`config.mk`:
```
export PLATFORM = sky130hd
export DESIGN_NAME = dp_alu
export DESIGN_NICKNAME = d
export VERILOG_FILES = /design/src/rtl/dp_alu.sv
export SDC_FILE = /design/constraint.sdc
export NUM_CORES = 1
export LEC_CHECK = 0
export BUFFER_PORTS_ARGS = -buffer_cell sky130_fd_sc_hd__clkbuf_2
export CORE_ASPECT_RATIO = 1.4
export CORE_MARGIN = 1
export CORE_UTILIZATION = 62
export DETAILED_ROUTE_END_ITERATION = 6
export PLACE_DENSITY = 0.95
export SYNTH_ARGS = -nofsm -noshare
export SYNTH_HDL_FRONTEND = slang
export SYNTH_SLANG_ARGS = --single-unit
export TNS_END_PERCENT = 5
```
`constraint.sdc`:
```
create_clock -name vclk -period 10.5
set_input_delay 1.05 -clock vclk [all_inputs]
set_output_delay 1.05 -clock vclk [all_outputs]
set_load 0.1 [all_outputs]
```
`src/rtl/dp_alu.sv`:
```
module dp_alu #(
  parameter int W     = 32,
  parameter int IMM_W = 8,
  parameter int ROT_W = 4
) (
  input  logic [3:0]       opcode,
  input  logic [W-1:0]     rn,
  input  logic [W-1:0]     op2_in,
  input  logic             sh_carry,
  input  logic             use_imm,
  input  logic [IMM_W-1:0] imm,
  input  logic [ROT_W-1:0] rot,
  input  logic             set_flags,
  input  logic [3:0]       flags_in,
  output logic [W-1:0]     result,
  output logic             wr_en,
  output logic [3:0]       flags_out
);
  localparam int AMT_W = ROT_W + 1;

  logic [AMT_W-1:0] amt;
  logic [W-1:0]     imm_ext, imm_rot, op2;
  logic [2*W-1:0]   imm_dbl;
  logic             shc, cin;

  assign amt     = {rot, 1'b0};
  assign imm_ext = W'(imm);
  assign imm_dbl = {imm_ext, imm_ext} >> amt;
  assign imm_rot = imm_dbl[W-1:0];
  assign op2     = use_imm ? imm_rot : op2_in;
  assign shc     = use_imm ? ((rot != '0) ? imm_rot[W-1] : flags_in[1]) : sh_carry;
  assign cin     = flags_in[1];

  logic [W-1:0] add_a, add_b, logic_res;
  logic         add_ci, is_arith;
  logic [W:0]   sum;

  always_comb begin
    add_a    = rn;
    add_b    = op2;
    add_ci   = 1'b0;
    is_arith = 1'b1;
    unique case (opcode)
      4'h2, 4'hA: begin add_b = ~op2; add_ci = 1'b1; end
      4'h6:       begin add_b = ~op2; add_ci = cin;  end
      4'h3:       begin add_a = op2; add_b = ~rn; add_ci = 1'b1; end
      4'h7:       begin add_a = op2; add_b = ~rn; add_ci = cin;  end
      4'h4, 4'hB: add_ci = 1'b0;
      4'h5:       add_ci = cin;
      default:    is_arith = 1'b0;
    endcase
  end

  assign sum = {1'b0, add_a} + {1'b0, add_b} + (W+1)'(add_ci);

  always_comb begin
    unique case (opcode)
      4'h0, 4'h8: logic_res = rn & op2;
      4'h1, 4'h9: logic_res = rn ^ op2;
      4'hC:       logic_res = rn | op2;
      4'hD:       logic_res = op2;
      4'hE:       logic_res = rn & ~op2;
      default:    logic_res = ~op2;
    endcase
  end

  logic is_cmp, upd, c_new, v_new;

  assign result = is_arith ? sum[W-1:0] : logic_res;
  assign is_cmp = (opcode[3:2] == 2'b10);
  assign wr_en  = !is_cmp;
  assign upd    = set_flags || is_cmp;
  assign c_new  = is_arith ? sum[W] : shc;
  assign v_new  = is_arith ? ((add_a[W-1] == add_b[W-1]) && (sum[W-1] != add_a[W-1]))
                           : flags_in[0];
  assign flags_out = upd ? {result[W-1], result == '0, c_new, v_new} : flags_in;
endmodule

```
==> metrics, run 1 <==
multiplexer share of the synthesized area=0.120; Core Rows=43; Final Slew Violations=0; cell area power density=110 nW/um^2; final period utilization=0.822; first-pass GRT wire length=37100 um; Max Freq=116 MHz; Distinct cells, synth=91; IO Port Bufs=124; top cells by area, synth=ha_1 (12%), mux2i_1 (10%), o21ai_0 (8.5%); Vias/cell=7.27; number of diodes=0; net count after synthesis=1118; CP startpoint=opcode[1]; ANT nets after route=0; Fin. Hold Viols=0; # DRC=2; Data required, critical path=9.45 ns; Synth Area in Compound Gates=0.392; RSZ-0062 raised after global routing=no; slowest stage delay, CP=0.68 ns; worst slew pin tran=1.31 ns; core area=10000 sq um; DR WL/cell=20.7 um; number of max-cap violations=0; Pre-antenna DRT Iters=7; Worst path slowest cell=clkinv_1; Peak VDD IR=127 uV; Initial DRC Count=1435; GRT Total Usage=0.431; die area=10800 sq um; Setup crit end kind=output port; grt total ovfl=0; Top delay family on crit path=buffers and inverters; WP data arrival=7.58 ns; Yosys top cell by area=ha_1; hold_buf cts=0; Initial Util=0.645; largest net degree at the start of global routing=85; final WL=24100 um; layout cells sized above 1=0.173; Mean Syn Cell Area=6.69 sq um; DP HPWL=18200 um; fin util=0.701; Seq/Total Area, Yosys=0; Post-Synth XOR/XNOR Area=0.0325; crit path buf inv count=5; Register Area=0 sq um; Min-Delay Path Class=primary input to output port; CP max FO=34; Die Wd=88.3 um; TNS Setup=0 ns; Die Ht=123 um; Synth Warn #=0; mapped cell area=6460 sq um; status=complete, but fails checks; clkbuf count=0; final number of setup-violating endpoints=0; critical path cell sequence=clkbuf_2 > clkinv_1 > nor3b_2 > buf_4 > nor2_2 > buf_4 > mux2i_1 > o21ai_0 > fa_1 > fa_1 > a211o_1 > a21o_1 > o21ai_1 > a21oi_1 > a311oi_1 > xor2_1 > o21ai_0 > nor4b_1 > nand4_1 > nand2_1 > clkbuf_2; cell count after synthesis=966; vias in the first global route=7576; Tmin final=8.63 ns; final net count=1181; via count=8453; postcts setup bufs=0; CP Capture Point=flags_out[2]; Synth top area share=0.122; simple logic cell fraction of the synthesized area=0.249; Rel. slew slack=0.122; Post-CTS Resized=0; num ports=124; Placer Congestion=0.986; WS Path Type=primary input to output port; failing checks=design-rule violations; antenna violations before repair=0; FF+latch count=0; Min Hold Slack=2.62 ns; P_leak=3.36 nW; crit path launch type=primary input; area grow syn2layout=8.58%; Worst path depth=21; largest family of logic cells by synthesized area=compound AO/OA/AOI/OAI gates; adder-cell share of the synthesized area=0.128
## per-stage QoR
step                worst slack (ns)  cells  area, sq um  power (mW)
global route                    1.64   1162         7010       0.813
floorplan                      0.477    966         6460       0.602
detailed placement              2.15   1162         7010       0.749
global placement                2.27   1162         7010       0.739
CTS                             2.13   1162         7010       0.751
finish                          1.87   1162         7010       0.772
## cells by family (layout without fill, tap and decap cells)
| kind of cell | Yosys count | after routing |
|---|---|---|
| xor+xnor | 24 | 24 |
| buf+inv | 121 | 182 |
| fa+ha+maj | 65 | 65 |
| simple gates | 317 | 317 |
| compound gates | 366 | 366 |
| mux | 73 | 73 |
## cell usage in the layout, fill, tap and decap left out, types with 6 or more instances in the layout
| cell type | synthesis | routed |
|---|---|---|
| o2111ai_1 | 9 | 9 |
| a31oi_1 | 7 | 7 |
| nand3_1 | 21 | 21 |
| mux2i_1 | 65 | 65 |
| and3_1 | 13 | 13 |
| nand2b_1 | 15 | 15 |
| nor3_1 | 13 | 13 |
| nand2_1 | 104 | 104 |
| nor2_1 | 66 | 64 |
| or3_1 | 8 | 8 |
| a211o_1 | 6 | 6 |
| a221oi_1 | 12 | 12 |
| a21o_1 | 16 | 16 |
| and2_1 | 6 | 6 |
| xor2_1 | 6 | 6 |
| buf_4 | 3 | 10 |
| inv_1 | 47 | 47 |
| a211oi_1 | 14 | 14 |
| nor2b_1 | 19 | 19 |
| ha_1 | 63 | 63 |
| nand3b_1 | 7 | 7 |
| o221ai_1 | 13 | 13 |
| o22ai_1 | 9 | 9 |
| o21a_1 | 9 | 9 |
| o21ai_0 | 110 | 110 |
| xnor2_1 | 18 | 18 |
| clkbuf_2 | 0 | 124 |
| a21oi_1 | 72 | 72 |
| o211ai_1 | 11 | 11 |
| a22oi_1 | 6 | 6 |
## cell type report
cell class,instances,area [sq um]
Inverter,48,180
Tap cell,135,169
Timing Repair Buffer,134,696
Fill cell,877,2990
Multi-Input combinational cell,845,5970
## report_power, final
part           leakage (nW)  switching (mW)  internal (mW)
Combinational          3.36           0.563          0.209
Clock                     0               0              0
Sequential                0               0              0
## cells in the mapped netlist, drive strengths merged, types with 9 or more instances
cell       n
xnor2     18
ha        63
nand2b    15
o21a       9
nand3     22
a211oi    15
o211ai    11
a22oi     11
buf       24
a21o      16
nand2    104
nor2      67
o221ai    14
a31oi     13
and3      13
o2111ai    9
nor3      13
o22ai      9
inv       47
clkbuf    49
o21ai    113
a221oi    12
mux2i     67
nor2b     19
a21oi     74
## worst min-delay path by stage
stage | start | endpoint | slack (ns) | cells after the start
detailed placement | flags_in[2] | flags_out[2] | 2.62 | 4
global route | flags_in[2] | flags_out[2] | 2.67 | 4
CTS | flags_in[2] | flags_out[2] | 2.62 | 4
floorplan | rn[9] | result[9] | 2.56 | 3
global placement | flags_in[2] | flags_out[2] | 2.63 | 4
finish | flags_in[2] | flags_out[2] | 2.62 | 4
## routing by layer
metal | GRT usage | share of wire | vias up | routed length, um
li1 | - | - | 3770 | -
met2 | 0.678 | 0.44 | 742 | 10600
met1 | 0.530 | 0.36 | 3744 | 8680
met4 | 0.244 | 0.067 | 0 | 1610
met3 | 0.105 | 0.13 | 197 | 3160
met5 | 0 | 0 | - | 0
(Power assumes the default switching activity.)
==> run 2, diff against run 1 <==
CORE_UTILIZATION = 54   (was 62)
PLACE_DENSITY = 0.92   (was 0.95)
clock period = 7.1 ns   (was 10.5 ns; I/O delays follow)
==> run 2 against run 1 <==
  * The flow now finishes without violations
  * Non-clock buffer count is 9 higher
  * Routed wire length is 2.9% higher
  * Combinational power is 58% higher
  * Setup slack worse by 1.4 ns
  * Utilization is 6.3 points lower
  * Global-route usage is 4.1 points lower
  * Largest cell class unchanged
  * Final cell count is 1.5% higher
  * Largest power group unchanged
  * Critical path depth is 3 lower
  * First-iteration DRC count is 28% lower
==> metrics, run 2 (same netlist as run 1, synthesis figures left out) <==
RSZ-0062 raised after global routing=no; final WL=24800 um (+2.9%); number of max-cap violations=0 (unchanged); grt total ovfl=0 (unchanged); Vias/cell=7.16 (-1.5%); worst slack, placed=0.643 ns (-1.50 ns); most frequent cells in the layout=o21ai_0 (109), clkbuf_2 (106), nand2_1 (104), a21oi_1 (72), mux2i_1 (65); Data required, critical path=6.39 ns (-3.06 ns); IO Port Bufs=124 (unchanged); WP data arrival=5.91 ns (-1.67 ns); first-pass GRT wire length=39000 um (+5.1%); P_leak=3.48 nW (+3.7%); Die Ht=131 um (+7.0%); Setup WS post-layout=0.484 ns (-1.39 ns); # DRC=0 (-2); final net count=1190 (+0.76%); TNS Setup=0 ns (unchanged); antenna violations before repair=0 (unchanged); Tot Pwr=1.22 mW (+58%); slowest stage delay, CP=0.60 ns (-0.08 ns); vias in the first global route=7860 (+3.7%); Min-Delay Path Class=primary input to output port; fin util=0.637 (-0.0634); die area=12400 sq um (+15%); clkbuf count=0 (unchanged); Core Rows=46 (+7.0%); final period utilization=0.932; critical path cell sequence=clkbuf_2 > mux4_2 > a31oi_4 > mux2i_1 > o21ai_0 > fa_1 > fa_1 > a211o_1 > a21o_1 > o21ai_0 > o21ai_0 > a211oi_1 > o2111ai_1 > nor4_1 > and4_1 > nand4_1 > nand2_1 > buf_12; DP HPWL=18800 um (+3.3%); DR WL/cell=21.0 um (+1.3%); worst slew pin tran=1.10 ns (-0.213 ns); number of diodes=0 (unchanged); placed instance area=7340 sq um (+4.6%); layout cells sized above 1=0.182 (+0.00911); dpl cells=1180 (+1.5%); status=finished clean; Final Slew Violations=0 (unchanged); largest net degree at the start of global routing=70 (-18%); Min Hold Slack=1.83 ns (-0.792 ns); Worst path slowest cell=mux4_2; Rel. slew slack=0.263 (+0.141); area grow syn2layout=13.6%; final std cells w/o fill=1180 (+1.5%); Initial DRC Count=1028 (-28%); CP max FO=7 (-79%); Register Area=0 sq um (unchanged); Post-CTS Resized=0 (unchanged); Max Freq=151 MHz; num ports=124 (unchanged); fin area=7340 sq um (+4.6%); Setup crit end kind=output port; crit path launch type=primary input; Placer Congestion=1.01 (+2.0%); final number of setup-violating endpoints=0 (unchanged); via count=8452 (-0.012%); commonest non-fill, non-tap cell in the layout=o21ai_0; Tmin final=6.62 ns; GRT Total Usage=0.390 (-0.0410); most used cell, CP=o21ai_0; Fin. Hold Viols=0 (unchanged); WS Path Type=primary input to output port; Die Wd=94.4 um (+7.0%); postcts setup bufs=0 (unchanged); Initial Util=0.561 (-0.0843); Pre-antenna DRT Iters=7 (unchanged); FF+latch count=0 (unchanged); cell area power density=166 nW/um^2 (+51%); core area=11500 sq um (+15%); ANT nets after route=0 (unchanged); Peak VDD IR=180 uV (+42%); hold_buf cts=0 (unchanged)
run 2: critical path: cells and delay by family:
kind	cells	cell delay (ns)
AOI/OAI and AO/OA	8	2.07
muxes	2	0.82
buffers and inverters	2	0.32
and+or+nand+nor	4	1.02
adders and majority gates	2	0.96
run 2: path summary, 6_finish.rpt:
| path | end | cells past startpoint | start |
|---|---|---|---|
| setup / recovery | flags_out[2] | 18 | imm[6] |
| hold / removal | flags_out[3] | 3 | flags_in[3] |
run 2: cell type report:
type	instances	area (sq um)
multi-input cells	845	5980
fillers	1061	4170
repair buffers	143	996
inverters	48	180
well taps	144	180
run 2: per-layer routing:
layer	share of wire	global-route usage	up-vias	wire, um
met1	0.36	0.481	3800	8920
li1	-	-	3790	-
met5	0	0	-	0
met3	0.12	0.0561	181	2930
met2	0.44	0.606	681	10900
met4	0.080	0.279	0	1980
run 2: report_power, final:
| part | total (mW) | switching [mW] | internal [mW] |
|---|---|---|---|
| clock network | 0 | 0 | 0 |
| logic | 1.22 | 0.840 | 0.376 |
| registers | 0 | 0 | 0 |
| total | 1.22 | 0.840 | 0.376 |
